File: src/rtl/gpx_pkg.sv
package gpx_pkg;

    localparam int BYTE_W   = 8;
    localparam int NPORTS   = 2;
    localparam int PIN_W    = BYTE_W * NPORTS;
    localparam int SLOTS    = 24;
    localparam int SLOT_W   = $clog2(SLOTS);

    // slot numbering: standard bank = low[2:0], extended bank = 8 + low[3:0]
    localparam int SLOT_IN0   = 0;
    localparam int SLOT_OUT0  = 2;
    localparam int SLOT_POL0  = 4;
    localparam int SLOT_DIR0  = 6;
    localparam int SLOT_DRV0  = 8;
    localparam int SLOT_LAT0  = 12;
    localparam int SLOT_PEN0  = 14;
    localparam int SLOT_PSEL0 = 16;
    localparam int SLOT_MSK0  = 18;
    localparam int SLOT_STS0  = 20;
    localparam int SLOT_HOLE  = 22;
    localparam int SLOT_OPC   = 23;

    typedef logic [SLOT_W-1:0] slot_t;
    typedef logic [BYTE_W-1:0] byte_t;

    typedef enum logic [1:0] {
        ST_IDLE = 2'd0,
        ST_CMD  = 2'd1,
        ST_DATA = 2'd2
    } txn_state_e;

    function automatic byte_t slot_default(input int s);
        if ((s >= SLOT_OUT0 && s < SLOT_POL0) ||
            (s >= SLOT_DIR0 && s < SLOT_LAT0) ||
            (s >= SLOT_PSEL0 && s < SLOT_STS0))
            return '1;
        return '0;
    endfunction

    function automatic logic slot_is_writable(input int s);
        return !((s >= SLOT_IN0 && s < SLOT_IN0 + NPORTS) ||
                 (s >= SLOT_STS0 && s < SLOT_STS0 + NPORTS) ||
                 (s == SLOT_HOLE));
    endfunction

endpackage

File: src/rtl/gpx_txn_fsm.sv
module gpx_txn_fsm
    import gpx_pkg::*;
(
    input  logic       clk,
    input  logic       rst_n,
    input  logic       soft_rst,
    input  logic       txn_start,
    input  logic       wr_stb,
    input  logic       rd_stb,
    output logic       ptr_load,
    output logic       reg_wr,
    output txn_state_e state
);

    txn_state_e nxt_state;

    always_comb begin
        nxt_state = state;
        if (txn_start) begin
            nxt_state = ST_CMD;
        end else if (rd_stb) begin
            nxt_state = ST_IDLE;
        end else begin
            unique case (state)
                ST_IDLE: nxt_state = ST_IDLE;
                ST_CMD:  if (wr_stb) nxt_state = ST_DATA;
                ST_DATA: nxt_state = ST_DATA;
                default: nxt_state = ST_IDLE;
            endcase
        end
    end

    always_ff @(posedge clk or negedge rst_n) begin
        if (!rst_n)        state <= ST_IDLE;
        else if (soft_rst) state <= ST_IDLE;
        else               state <= nxt_state;
    end

    always_comb begin
        ptr_load = 1'b0;
        reg_wr   = 1'b0;
        if (!txn_start && !rd_stb && !soft_rst && wr_stb) begin
            unique case (state)
                ST_IDLE: ;
                ST_CMD:  ptr_load = 1'b1;
                ST_DATA: reg_wr   = 1'b1;
                default: ;
            endcase
        end
    end


    idle_no_data_chk: assert property (@(posedge clk) disable iff (!rst_n)
        (state == ST_IDLE && !txn_start) |=> (state != ST_DATA));


    soft_idle_chk: assert property (@(posedge clk) disable iff (!rst_n)
        soft_rst |=> (state == ST_IDLE));

endmodule

File: src/rtl/gpx_addr_dec.sv
module gpx_addr_dec
    import gpx_pkg::*;
(
    input  byte_t ptr,
    output slot_t slot,
    output logic  mapped,
    output logic  writable
);

    logic ext_bank;
    logic upper_clear;

    assign ext_bank    = ptr[6];
    assign upper_clear = !ptr[7] && (ptr[5:4] == 2'b00);

    always_comb begin
        if (ext_bank) begin
            slot   = slot_t'(SLOT_DRV0) + slot_t'(ptr[3:0]);
            mapped = upper_clear && (slot_t'(ptr[3:0]) != slot_t'(SLOT_HOLE - SLOT_DRV0));
        end else begin
            slot   = slot_t'(ptr[2:0]);
            mapped = upper_clear && !ptr[3];
        end
        writable = mapped && slot_is_writable(int'(slot));
    end

endmodule

File: src/rtl/gpx_reg_file.sv
module gpx_reg_file
    import gpx_pkg::*;
#(
    parameter int PORTS = NPORTS,
    localparam int PW   = PORTS * BYTE_W
) (
    input  logic          clk,
    input  logic          rst_n,
    input  logic          soft_rst,
    input  logic          wr_en,
    input  slot_t         slot,
    input  byte_t         wr_data,
    input  logic [PW-1:0] pin_in,
    output byte_t         rd_byte,
    output logic [PW-1:0] pin_out,
    output logic [PW-1:0] pin_oe,
    output logic [PW-1:0] pull_en,
    output logic [PW-1:0] pull_sel
);

    byte_t regs [SLOTS];

    always_ff @(posedge clk or negedge rst_n) begin
        if (!rst_n) begin
            for (int i = 0; i < SLOTS; i++) regs[i] <= slot_default(i);
        end else if (soft_rst) begin
            for (int i = 0; i < SLOTS; i++) regs[i] <= slot_default(i);
        end else if (wr_en) begin
            regs[slot] <= wr_data;
        end
    end

    always_comb begin
        rd_byte = regs[slot];
        for (int p = 0; p < PORTS; p++) begin
            if (slot == slot_t'(SLOT_IN0 + p))
                rd_byte = pin_in[p*BYTE_W +: BYTE_W] ^ regs[SLOT_POL0 + p];
        end
    end

    for (genvar p = 0; p < PORTS; p++) begin : g_port
        assign pin_out [p*BYTE_W +: BYTE_W] = regs[SLOT_OUT0  + p];
        assign pin_oe  [p*BYTE_W +: BYTE_W] = ~regs[SLOT_DIR0 + p];
        assign pull_en [p*BYTE_W +: BYTE_W] = regs[SLOT_PEN0  + p];
        assign pull_sel[p*BYTE_W +: BYTE_W] = regs[SLOT_PSEL0 + p];
    end


    status_const_chk: assert property (@(posedge clk) disable iff (!rst_n)
        (regs[SLOT_STS0] == '0) && (regs[SLOT_STS0 + 1] == '0));

endmodule

File: src/rtl/gpx_regbank.sv
module gpx_regbank
    import gpx_pkg::*;
(
    input  logic             clk,
    input  logic             rst_n,
    input  logic             soft_rst,
    input  logic             txn_start,
    input  logic             wr_stb,
    input  logic [7:0]       wr_data,
    input  logic             rd_stb,
    output logic             rd_vld,
    output logic [7:0]       rd_data,
    input  logic [PIN_W-1:0] pin_in,
    output logic [PIN_W-1:0] pin_out,
    output logic [PIN_W-1:0] pin_oe,
    output logic [PIN_W-1:0] pull_en,
    output logic [PIN_W-1:0] pull_sel
);

    byte_t      cmd_ptr;
    logic       ptr_load;
    logic       reg_wr;
    txn_state_e txn_state;
    slot_t      cur_slot;
    logic       ptr_mapped;
    logic       ptr_writable;
    byte_t      slot_byte;

    gpx_txn_fsm u_fsm (
        .clk       (clk),
        .rst_n     (rst_n),
        .soft_rst  (soft_rst),
        .txn_start (txn_start),
        .wr_stb    (wr_stb),
        .rd_stb    (rd_stb),
        .ptr_load  (ptr_load),
        .reg_wr    (reg_wr),
        .state     (txn_state)
    );

    gpx_addr_dec u_dec (
        .ptr      (cmd_ptr),
        .slot     (cur_slot),
        .mapped   (ptr_mapped),
        .writable (ptr_writable)
    );

    gpx_reg_file #(.PORTS(NPORTS)) u_regs (
        .clk      (clk),
        .rst_n    (rst_n),
        .soft_rst (soft_rst),
        .wr_en    (reg_wr && ptr_writable),
        .slot     (cur_slot),
        .wr_data  (wr_data),
        .pin_in   (pin_in),
        .rd_byte  (slot_byte),
        .pin_out  (pin_out),
        .pin_oe   (pin_oe),
        .pull_en  (pull_en),
        .pull_sel (pull_sel)
    );

    always_ff @(posedge clk or negedge rst_n) begin
        if (!rst_n)        cmd_ptr <= '0;
        else if (soft_rst) cmd_ptr <= '0;
        else if (ptr_load) cmd_ptr <= wr_data;
    end

    always_ff @(posedge clk or negedge rst_n) begin
        if (!rst_n) begin
            rd_vld  <= 1'b0;
            rd_data <= '0;
        end else if (soft_rst) begin
            rd_vld  <= 1'b0;
            rd_data <= '0;
        end else begin
            rd_vld <= rd_stb;
            if (rd_stb) rd_data <= ptr_mapped ? slot_byte : '0;
        end
    end


    ptr_sticky_chk: assert property (@(posedge clk) disable iff (!rst_n)
        (!wr_stb && !soft_rst) |=> $stable(cmd_ptr));


    unmapped_read_chk: assert property (@(posedge clk) disable iff (!rst_n)
        (rd_stb && !ptr_mapped && !soft_rst) |=> (rd_vld && rd_data == 8'h00));


    ro_write_chk: assert property (@(posedge clk) disable iff (!rst_n)
        (reg_wr && !ptr_writable && !soft_rst) |=>
            ($stable(pin_out) && $stable(pin_oe) && $stable(pull_en) && $stable(pull_sel)));


    soft_rst_chk: assert property (@(posedge clk) disable iff (!rst_n)
        soft_rst |=> (cmd_ptr == 8'h00 && pin_oe == '0 && pin_out == '1 && pull_en == '0));

endmodule

File: config.mk
export PLATFORM = sky130hd
export DESIGN_NAME = gpx_regbank
export DESIGN_NICKNAME = d
export VERILOG_FILES = /design/src/rtl/gpx_pkg.sv /design/src/rtl/gpx_txn_fsm.sv /design/src/rtl/gpx_addr_dec.sv /design/src/rtl/gpx_reg_file.sv /design/src/rtl/gpx_regbank.sv
export SDC_FILE = /design/constraint.sdc
export NUM_CORES = 1
export LEC_CHECK = 0
export ABC_AREA = 1
export BUFFER_PORTS_ARGS = -buffer_cell sky130_fd_sc_hd__buf_2
export CAP_MARGIN = 10
export CORE_MARGIN = 4
export CORE_UTILIZATION = 39
export DETAILED_ROUTE_END_ITERATION = 8
export GPL_TIMING_DRIVEN = 0
export PLACE_DENSITY_LB_ADDON = 0.1
export SYNTH_ARGS = -nofsm -noshare
export SYNTH_HDL_FRONTEND = slang
export SYNTH_HIERARCHICAL = 1
export SYNTH_SLANG_ARGS = --single-unit
File: constraint.sdc
create_clock -name clk -period 6.9 [get_ports clk]
set_clock_uncertainty 0.2 [all_clocks]
set_input_delay 1.035 -clock clk [delete_from_list [all_inputs] [get_ports clk]]
set_output_delay 1.035 -clock clk [all_outputs]
set_load 0.1 [all_outputs]
==> results of run 1 <==
[cell families (layout without fill, tap and decap cells)]
logic type | Yosys count | in the layout | synth area share, %
simple gates | 601 | 601 | 22.20
compound gates | 280 | 280 | 13.75
buf+inv | 325 | 476 | 13.25
mux | 6 | 6 | 0.5423
xor+xnor | 16 | 16 | 1.265
flops | 211 | 211 | 48.76
fa+ha+maj | 2 | 2 | 0.2259
[through the flow]
stage	hold slack, ps	util [%]
after CTS	276.6	46.52
after detailed placement	262.0	43.30
after global placement	253.8	43.16
after global routing	298.8	46.52
final	272.1	46.52
after floorplan	241.9	-
[worst paths after layout]
kind,endpoint,slack (ps),cells after the start
worst max-delay path,u_regs/pull_en[6],3390,13
worst min-delay path,rd_data[6],270,2
worst max register to register,u_regs/pull_en[6],3640,13
worst min register to register,rd_data[6],270,2
max in group asynchronous,u_regs/regs[178],5130,2
min in group asynchronous,u_regs/regs[28],310,1
[registers in the layout (all words and copies together), names as in the netlist]
name / count
rd_vld: 1
u_fsm/state: 2
u_regs/pull_sel: 16
rd_data: 8
u_regs/pin_out: 16
cmd_ptr: 8
u_regs/pull_en: 16
u_regs/regs: 144
[cells in the final DEF (no fill, tap or decap), types with 8 or more instances in the layout]
cell                        synthesis  layout
sky130_fd_sc_hd__dfstp_2           96      96
sky130_fd_sc_hd__clkbuf_8           0       8
sky130_fd_sc_hd__buf_2             27     128
sky130_fd_sc_hd__buf_4             57      57
sky130_fd_sc_hd__clkbuf_1          32      37
sky130_fd_sc_hd__o21ai_0          193     193
sky130_fd_sc_hd__a22oi_1           12      12
sky130_fd_sc_hd__inv_1            196     196
sky130_fd_sc_hd__a21oi_1           33      33
sky130_fd_sc_hd__nor2_1            83      83
sky130_fd_sc_hd__dfrtp_1          115     115
sky130_fd_sc_hd__o22ai_1           33      33
sky130_fd_sc_hd__nand2_1          411     411
sky130_fd_sc_hd__nand3_1           86      86
sky130_fd_sc_hd__clkbuf_16          0      27
sky130_fd_sc_hd__xor2_1            10      10
[worst max-delay path, delay by kind of cell]
family / cells / cell delay (ps)
compound gates: 1 / 80
buf+inv: 6 / 1190
simple gates: 6 / 1370
[per-layer routing]
| metal | vias to the layer above | part of all wire, % |
|---|---|---|
| met5 | - | 0 |
| met4 | 0 | 3.3 |
| met3 | 74 | 6.9 |
| met2 | 371 | 47 |
| met1 | 4819 | 43 |
| li1 | 4765 | - |
[power breakdown]
group	total, mW	switching [mW]	internal (mW)
Combinational	0.471	0.377	0.0941
Clock	1.42	0.543	0.876
Sequential	1.36	0.0338	1.32
Total	3.25	0.954	2.29
[cell type report]
| type | count | area [sq um] | share of cell area, % |
|---|---|---|---|
| Sequential cell | 211 | 5400 | 41.55 |
| Clock inverter | 8 | 96.34 | 0.7413 |
| Multi-Input combinational cell | 905 | 4207 | 32.37 |
| Timing Repair Buffer | 103 | 548.0 | 4.217 |
| Clock buffer | 40 | 804.5 | 6.190 |
| Inverter | 203 | 762.0 | 5.863 |
| Tap cell | 378 | 473.0 | 3.639 |
| Buffer | 122 | 705.7 | 5.430 |
==> metrics list, run 1 <==
- IR analysis of the VDD net gives a maximum drop of 0.1943 mV.
* Most common cell in the netlist: sky130_fd_sc_hd__nand2_1
* Transition time at the pin with the least slew margin: 1342 ps
- Of all nets on the critical path, the largest fanout is 10.
- Routability-driven placement finished with a final weighted congestion of around 0.95.
* Overall via count from detail_route: between 10000 and 15000
- Run status: completed
* Synth Flop Type: sky130_fd_sc_hd__dfrtp_1
* Post-synthesis cell type count: 33
- Once detail routing completed, the nets flagged for antenna violations numbered 0.
- At the placement stage, the worst setup path has a slack of around 3000 ps.
* Inserted Diodes: 0
- Global routing used about 3.8% of the available met3 tracks.
- Standard cell core area: approximately 28000 sq um
- Remaining design rule violation count: 0
- Synthesis produced a netlist with a net count of 1473.
- Worst-path cell with the longest stage delay: sky130_fd_sc_hd__nor2_1
- In the routed layout, each cell is associated on average with a via count of between 5 and 6.
- Entering global routing, the biggest net connects around 120 pins.
- Total power divided by cell area: about 250 nW/um^2
* Filler Cell Count: roughly 3000
- Setup repair after global routing left no endpoint under its margin.
- Std cell rows: ~60
* TritonCTS buffer count: 26
* Global Route met1 Usage: between 30% and 40%
- In this run, synthesis inferred 0 flip-flops with an integrated enable.
- Cell taking the most area after synthesis: sky130_fd_sc_hd__dfrtp_1
- The worst setup path is launched from a primary input.
- The number of hold buffers added after CTS was 0.
* DRT Wirelength: ~38 mm
* Remaining global-route overflow: 0
- Total Neg Setup Slack: 0 ps
- The HPWL after detailed placement is approximately 28 mm.
* Startpoint of the most critical register-to-register path: u_fsm/state[0]
- CTS placed an instance of sky130_fd_sc_hd__clkbuf_16 at the clock tree root.
- Number of H-tree levels: 1
- Endpoint class of the critical path: register
* # placed instances: approximately 1900
- Antenna violations before repair: 0
* Top Usage Layer GRT: met2
- Share of layout cells above drive strength 1: a little over a fifth
- Summing the sequential cell areas from Yosys gives about 49% of the chip area.
* Total Die Area: about 31000 sq um
* Commonest cells in the netlist: 411 x sky130_fd_sc_hd__nand2_1, 196 x sky130_fd_sc_hd__inv_1, 193 x sky130_fd_sc_hd__o21ai_0
- Synth-to-layout area growth: 17.35%
* Die X-Extent: ~180 microns
- After detailed routing, the average wire length per cell comes to a little under 20 microns.
- TritonCTS built the clock tree.
- Critical path data arrival time: between 3000 and 4000 ps
- Based on the critical path, the design can be clocked at up to around 290 MHz.
- Type of the tightest min-delay check: reg2reg
* Worst-case headroom to the max-slew limit: slightly above 10%
* HP Start: rd_data[6]
* Clock sinks: ~210
* Final Instance Area: 13000 sq um
- Final cell count without fillers: ~2000
- Clock period minus worst slack: 3508 ps
- Number of global-route vias before repair: approximately 9600
- Met2 layer usage reported by global route: approximately two fifths
- Once the clock tree was built, the setup fixing pass inserted 0 buffers.
- Global routing consumed, over all layers together, 24.21% of the routing resources.
* Starting density of the core: 39.64%
* Number of synthesis warnings: 6
- The critical path goes through buf_2 -> inv_1 -> nand2_2 -> nor3_2 -> nand2_1 -> inv_1 -> clkbuf_1 -> inv_1 -> nor2_1 -> nand2_1 -> clkbuf_1 -> nand3_1 -> o21ai_0.
- The count of pins over their slew limit is 0.
* Cell types occupying the most area after synthesis: sky130_fd_sc_hd__dfrtp_1 26%, sky130_fd_sc_hd__dfstp_2 23%, sky130_fd_sc_hd__nand2_1 14%
* Number of maximum-capacitance violations: 0
- The worst setup path is of the in2reg kind.
- Yosys reg bits: 211
- For this block, the initial DRC count from the detailed router was slightly below 1000.
- In the synthesized netlist, the number of instances is between 1000 and 1500.
- Fraction of synthesis flops using an asynchronous set or reset pin: 100.0%
- The first global-routing pass estimated 57.97 mm of wire.
* Cell repeated most along the worst path: sky130_fd_sc_hd__inv_1
* Final setup violating endpoints: 0
- Number of nets in the finished design: 1604
* Drt pass-1 iters: 5
- Mapped Avg Cell Area: ~7.7 sq um
* Clock latency reported for the late side of the worst-skew pair: roughly 530 ps
- Dividing the final minimum period by the clock period gives about half.
- The largest single stage delay on the critical path is 570 ps.
- Data on the critical path is required at its endpoint by 7070 ps.
* Worst Slack Setup Final: ~3400 ps
- The most critical setup path has its startpoint at soft_rst.
* Max Buffers Root-to-Sink: 3
- Summing every instance area after synthesis gives 11070 sq um.
- The hold violation count in the final report came to 0.
- The share of synthesized area in the top cell type comes to 25.99%.
- Final total power: about 3.2 mW
* Static leakage: approximately 6.4 nW
- Total of cells resized after clock tree synthesis: 0
* I/O Buffers: roughly 100
- Clock-pin slew was measured on the worst setup and hold paths at 60 ps.
- The die is about 180 microns tall.
- Count of boundary I/O pins: 103
* Instance area at placement: roughly 12000 sq um
Power figures use the tool's default switching activity.
==> run 2, diff against run 1 <==
==> constraint.sdc (replaced) <==
create_clock -name clk -period 3.05 [get_ports clk]
set_clock_uncertainty 0.2 [all_clocks]
set_input_delay 0.4575 -clock clk [delete_from_list [all_inputs] [get_ports clk]]
set_output_delay 0.4575 -clock clk [all_outputs]
set_load 0.1 [all_outputs]
==> metrics list, run 2 (synthesized netlist as in run 1, its figures left out) <==
* Final cell count without fillers: 1971 (was 1970)
* Count of boundary I/O pins: 103 (unchanged)
* TritonCTS buffer count: 26 (unchanged)
- The normalized max-slew margin came to 13.10% (was 10.18%).
- Commonest non-fill, non-tap cell in the layout: sky130_fd_sc_hd__nand2_1 (unchanged)
* Final Instance Area: 13050 sq um (was 13000 sq um)
* Number of nets in the finished design: 1605 (was 1604)
- Half-perimeter wire length of the detailed placement result: 27.70 mm (unchanged)
- Transition time at the pin with the least slew margin: 1299 ps (was 1342 ps)
- The via count of the routed design was 9960 (was 10030).
* Endpoint class of the critical path: register (unchanged)
- The initial standard-cell utilization of the core was 39.64% (unchanged).
- The per-cell routed wire length was 19.50 microns (was 19.46 microns).
- The worst path arrival time was 3170 ps (was 3680 ps).
- Die X-Extent: 176.5 microns (unchanged)
- The total power draw was 7.348 mW (was 3.246 mW).
* Cell at the root of the clock tree: sky130_fd_sc_hd__clkbuf_16 (unchanged)
* Global-route wire length before repair: 58.03 mm (was 57.97 mm)
* Critical path peak fanout: 10 (unchanged)
- Capture point of the worst reg-to-reg path: rd_data[1] (was u_regs/pull_en[6])
* Cell repeated most along the worst path: sky130_fd_sc_hd__nand2_1 (was sky130_fd_sc_hd__inv_1)
- CTS tree: done (unchanged)
- Hold Path Stages: 3 (was 2)
* Worst-path cell with the longest stage delay: sky130_fd_sc_hd__dfrtp_1 (was sky130_fd_sc_hd__nor2_1)
* Count of endpoints failing hold in the final timing report: 0 (unchanged)
- Share of layout cells above drive strength 1: 22.60% (was 21.92%)
- The number of failing setup endpoints in the final timing report was 0 (unchanged).
- The detailed route wirelength on metal2 was 18.15 mm (was 17.97 mm).
- Number of H-tree levels: 1 (unchanged)
- Setup slack, reg-to-reg: 100 ps (was 3640 ps)
* Instance area at placement: 12100 sq um (unchanged)
- The power density over the cells is 563.0 nW/um^2 (was 249.8 nW/um^2).
- The maximum clock path buffer count came to 3 (unchanged).
* Worst-case reg-to-reg path depth: 16 (was 13)
- The total grt overflow came to 0 (unchanged).
* Filler Cell Count: 2945 (was 2943)
- Max reg flops: 144 (unchanged)
* Hold path endpoint: cmd_ptr[0] (was rd_data[6])
* Standard cell core area: 27930 sq um (unchanged)
- RSZ-0062 raised after global routing: true (was false)
- Clock latency reported for the late side of the worst-skew pair: 530 ps (about the same)
* Antenna violations before repair: 0 (unchanged)
* Inserted Diodes: 0 (unchanged)
- The post-route antenna net violation count was 0 (unchanged).
* Uppermost routed layer: met4 (unchanged)
- Largest vdd supply drop: 0.4398 mV (was 0.1943 mV)
* Clock-pin slew reported for the worst setup and hold paths after clock tree synthesis: 60 ps (about the same)
* Number of maximum-capacitance violations: 0 (unchanged)
- The via density per instance came to 5.053 (was 5.091).
- Total Die Area: 31160 sq um (unchanged)
- Startpoint of the most critical register-to-register path: cmd_ptr[1] (was u_fsm/state[0])
* Type of the tightest min-delay check: in2reg (was reg2reg)
- The relative area change from synthesis to final layout is 17.86% (was 17.35%).
* Leading cell types in the layout, fill and taps excluded: 410 x sky130_fd_sc_hd__nand2_1, 196 x sky130_fd_sc_hd__inv_1, 192 x sky130_fd_sc_hd__o21ai_0, 125 x sky130_fd_sc_hd__buf_2, 115 x sky130_fd_sc_hd__dfrtp_1 (was 411 x sky130_fd_sc_hd__nand2_1, 196 x sky130_fd_sc_hd__inv_1, 193 x sky130_fd_sc_hd__o21ai_0, 128 x sky130_fd_sc_hd__buf_2, 115 x sky130_fd_sc_hd__dfrtp_1)
* Type of the setup path with the least slack: reg2reg (was in2reg)
- Number of global-route vias before repair: 9575 (was 9550)
* Worst Setup Start Kind: register (was primary input)
- The number of placed cells counting well taps was 1922 (unchanged).
- Gpl congestion: 0.9529 (unchanged)
- Height of the die: 176.5 microns (unchanged)
- Pins Over Slew Limit: 0 (unchanged)
- The number of clock sinks seen by CTS was 211 (unchanged).
- Run status: completed (unchanged).
- The number of remaining DRC errors was 0 (unchanged).
* Final worst path period share: 96.70%
- Largest stage delay on the critical path: 380 ps (was 570 ps)
- The aggregate global-route resource usage is 24.22% (was 24.21%).
- The static leakage was 6.395 nW (was 6.363 nW).
- Drt pass-1 iters: 6 (was 5)
- The clock period could shrink to approximately 2900 ps.
* Total Neg Setup Slack: 0 ps (unchanged)
* Most flops, register: u_regs/regs (unchanged)
- The startpoint of the lowest-slack hold path is wr_data[0] (was rd_data[6]).
- The met3 wire length is 2.405 mm (was 2.659 mm).
* Std cell rows: 61 (unchanged)
* Final Util: 46.73% (was 46.52%)
- F_max: about 340 MHz
- Sequence of cells on the critical path: buf_4 -> buf_2 -> inv_2 -> nand2_2 -> clkbuf_4 -> o21ai_0 -> nor3_1 -> nor2_1 -> nor2_1 -> nand2_1 -> nand2_1 -> nand2_1 -> nand2_1 -> inv_1 -> nand2_1 -> nand2_1 (was buf_2 -> inv_1 -> nand2_2 -> nor3_2 -> nand2_1 -> inv_1 -> clkbuf_1 -> inv_1 -> nor2_1 -> nand2_1 -> clkbuf_1 -> nand3_1 -> o21ai_0).
- I/O Buffers: 102 (unchanged)
- Post-CTS setup repair buffer count: 0 (unchanged)
* Required time of the critical path: 3270 ps (was 7070 ps)
* DRT Wirelength: 38.43 mm (was 38.34 mm)
- The sum of routed wire segments on met1 came to 16.79 mm (was 16.46 mm).
- Count of routing violations after the opening detailed-route iteration: 968 (was 985)
- Maximum number of pins on one net before global-route repair: 117 (unchanged)
-- run 2: cell types whose count changed in the layout (fill, tap and decap cells not counted), moves of 2 or more --
cell,change
sky130_fd_sc_hd__clkbuf_1,-9
sky130_fd_sc_hd__clkbuf_2,+8
sky130_fd_sc_hd__buf_2,-3
sky130_fd_sc_hd__nor2_4,+3
sky130_fd_sc_hd__clkbuf_4,+2
sky130_fd_sc_hd__dlygate4sd3_1,+2
sky130_fd_sc_hd__nor2_1,-2
-- run 2: layer usage --
| layer | global-route usage, % | vias up |
|---|---|---|
| met3 | 4.111 | 65 |
| met5 | 0 | - |
| met4 | 7.511 | 0 |
| met1 | 33.26 | 4818 |
| met2 | 39.39 | 311 |
| li1 | - | 4766 |
-- run 2: timing repair --
action | CTS | global route
endpoints found under the setup margin | 28 | 47
resized for setup | 5 | 20
endpoints found under the hold margin | 73 | 0
hold buffers | 2 | 0
-- run 2: worst max-delay path by stage --
stage | from | to | slack, ps | cells past startpoint
global placement | rst_n | u_fsm/state[1] | -2500 | 1
floorplan | txn_start | u_regs/regs[141] | 720 | 14
CTS | cmd_ptr[1] | rd_data[5] | 40 | 16
finish | cmd_ptr[1] | rd_data[1] | 100 | 16
detailed placement | soft_rst | u_regs/pull_en[6] | -300 | 13
global route | cmd_ptr[1] | rd_data[0] | -40 | 16
-- run 2: cell type report --
class,count,area (sq um),area share (%)
buffer,121,719.4,5.512
clock buffer,40,804.5,6.164
clock inverter,8,96.34,0.7381
inverter,203,762.0,5.838
multi-input combinational,905,4229,32.40
sequential,211,5400,41.37
tap,378,473.0,3.623
timing repair buffer,105,568.0,4.352
-- run 2: through the flow --
step | hold WS, ps | setup WS [ps]
after CTS | 8.842 | 40.16
after global routing | 27.15 | -37.55
after detailed placement | 262.0 | -302.0
after global placement | 253.8 | -2498
after floorplan | -38.09 | 718.2
final | 33.16 | 100.8
-- run 2: power by group --
part	leakage (nW)	internal [mW]	switching, mW
Combinational	3.33	0.215	0.854
Clock	0.450	1.98	1.23
Sequential	2.61	2.99	0.0763
Total	6.39	5.19	2.16
-- run 2: critical path: cells and delay by family (launching register included) --
| family | cells | cell delay, ps |
|---|---|---|
| flip-flops | 1 | 380 |
| AND/OR/NAND/NOR | 10 | 1300 |
| buffers and inverters | 5 | 800 |
| AO/OA/AOI/OAI | 1 | 150 |
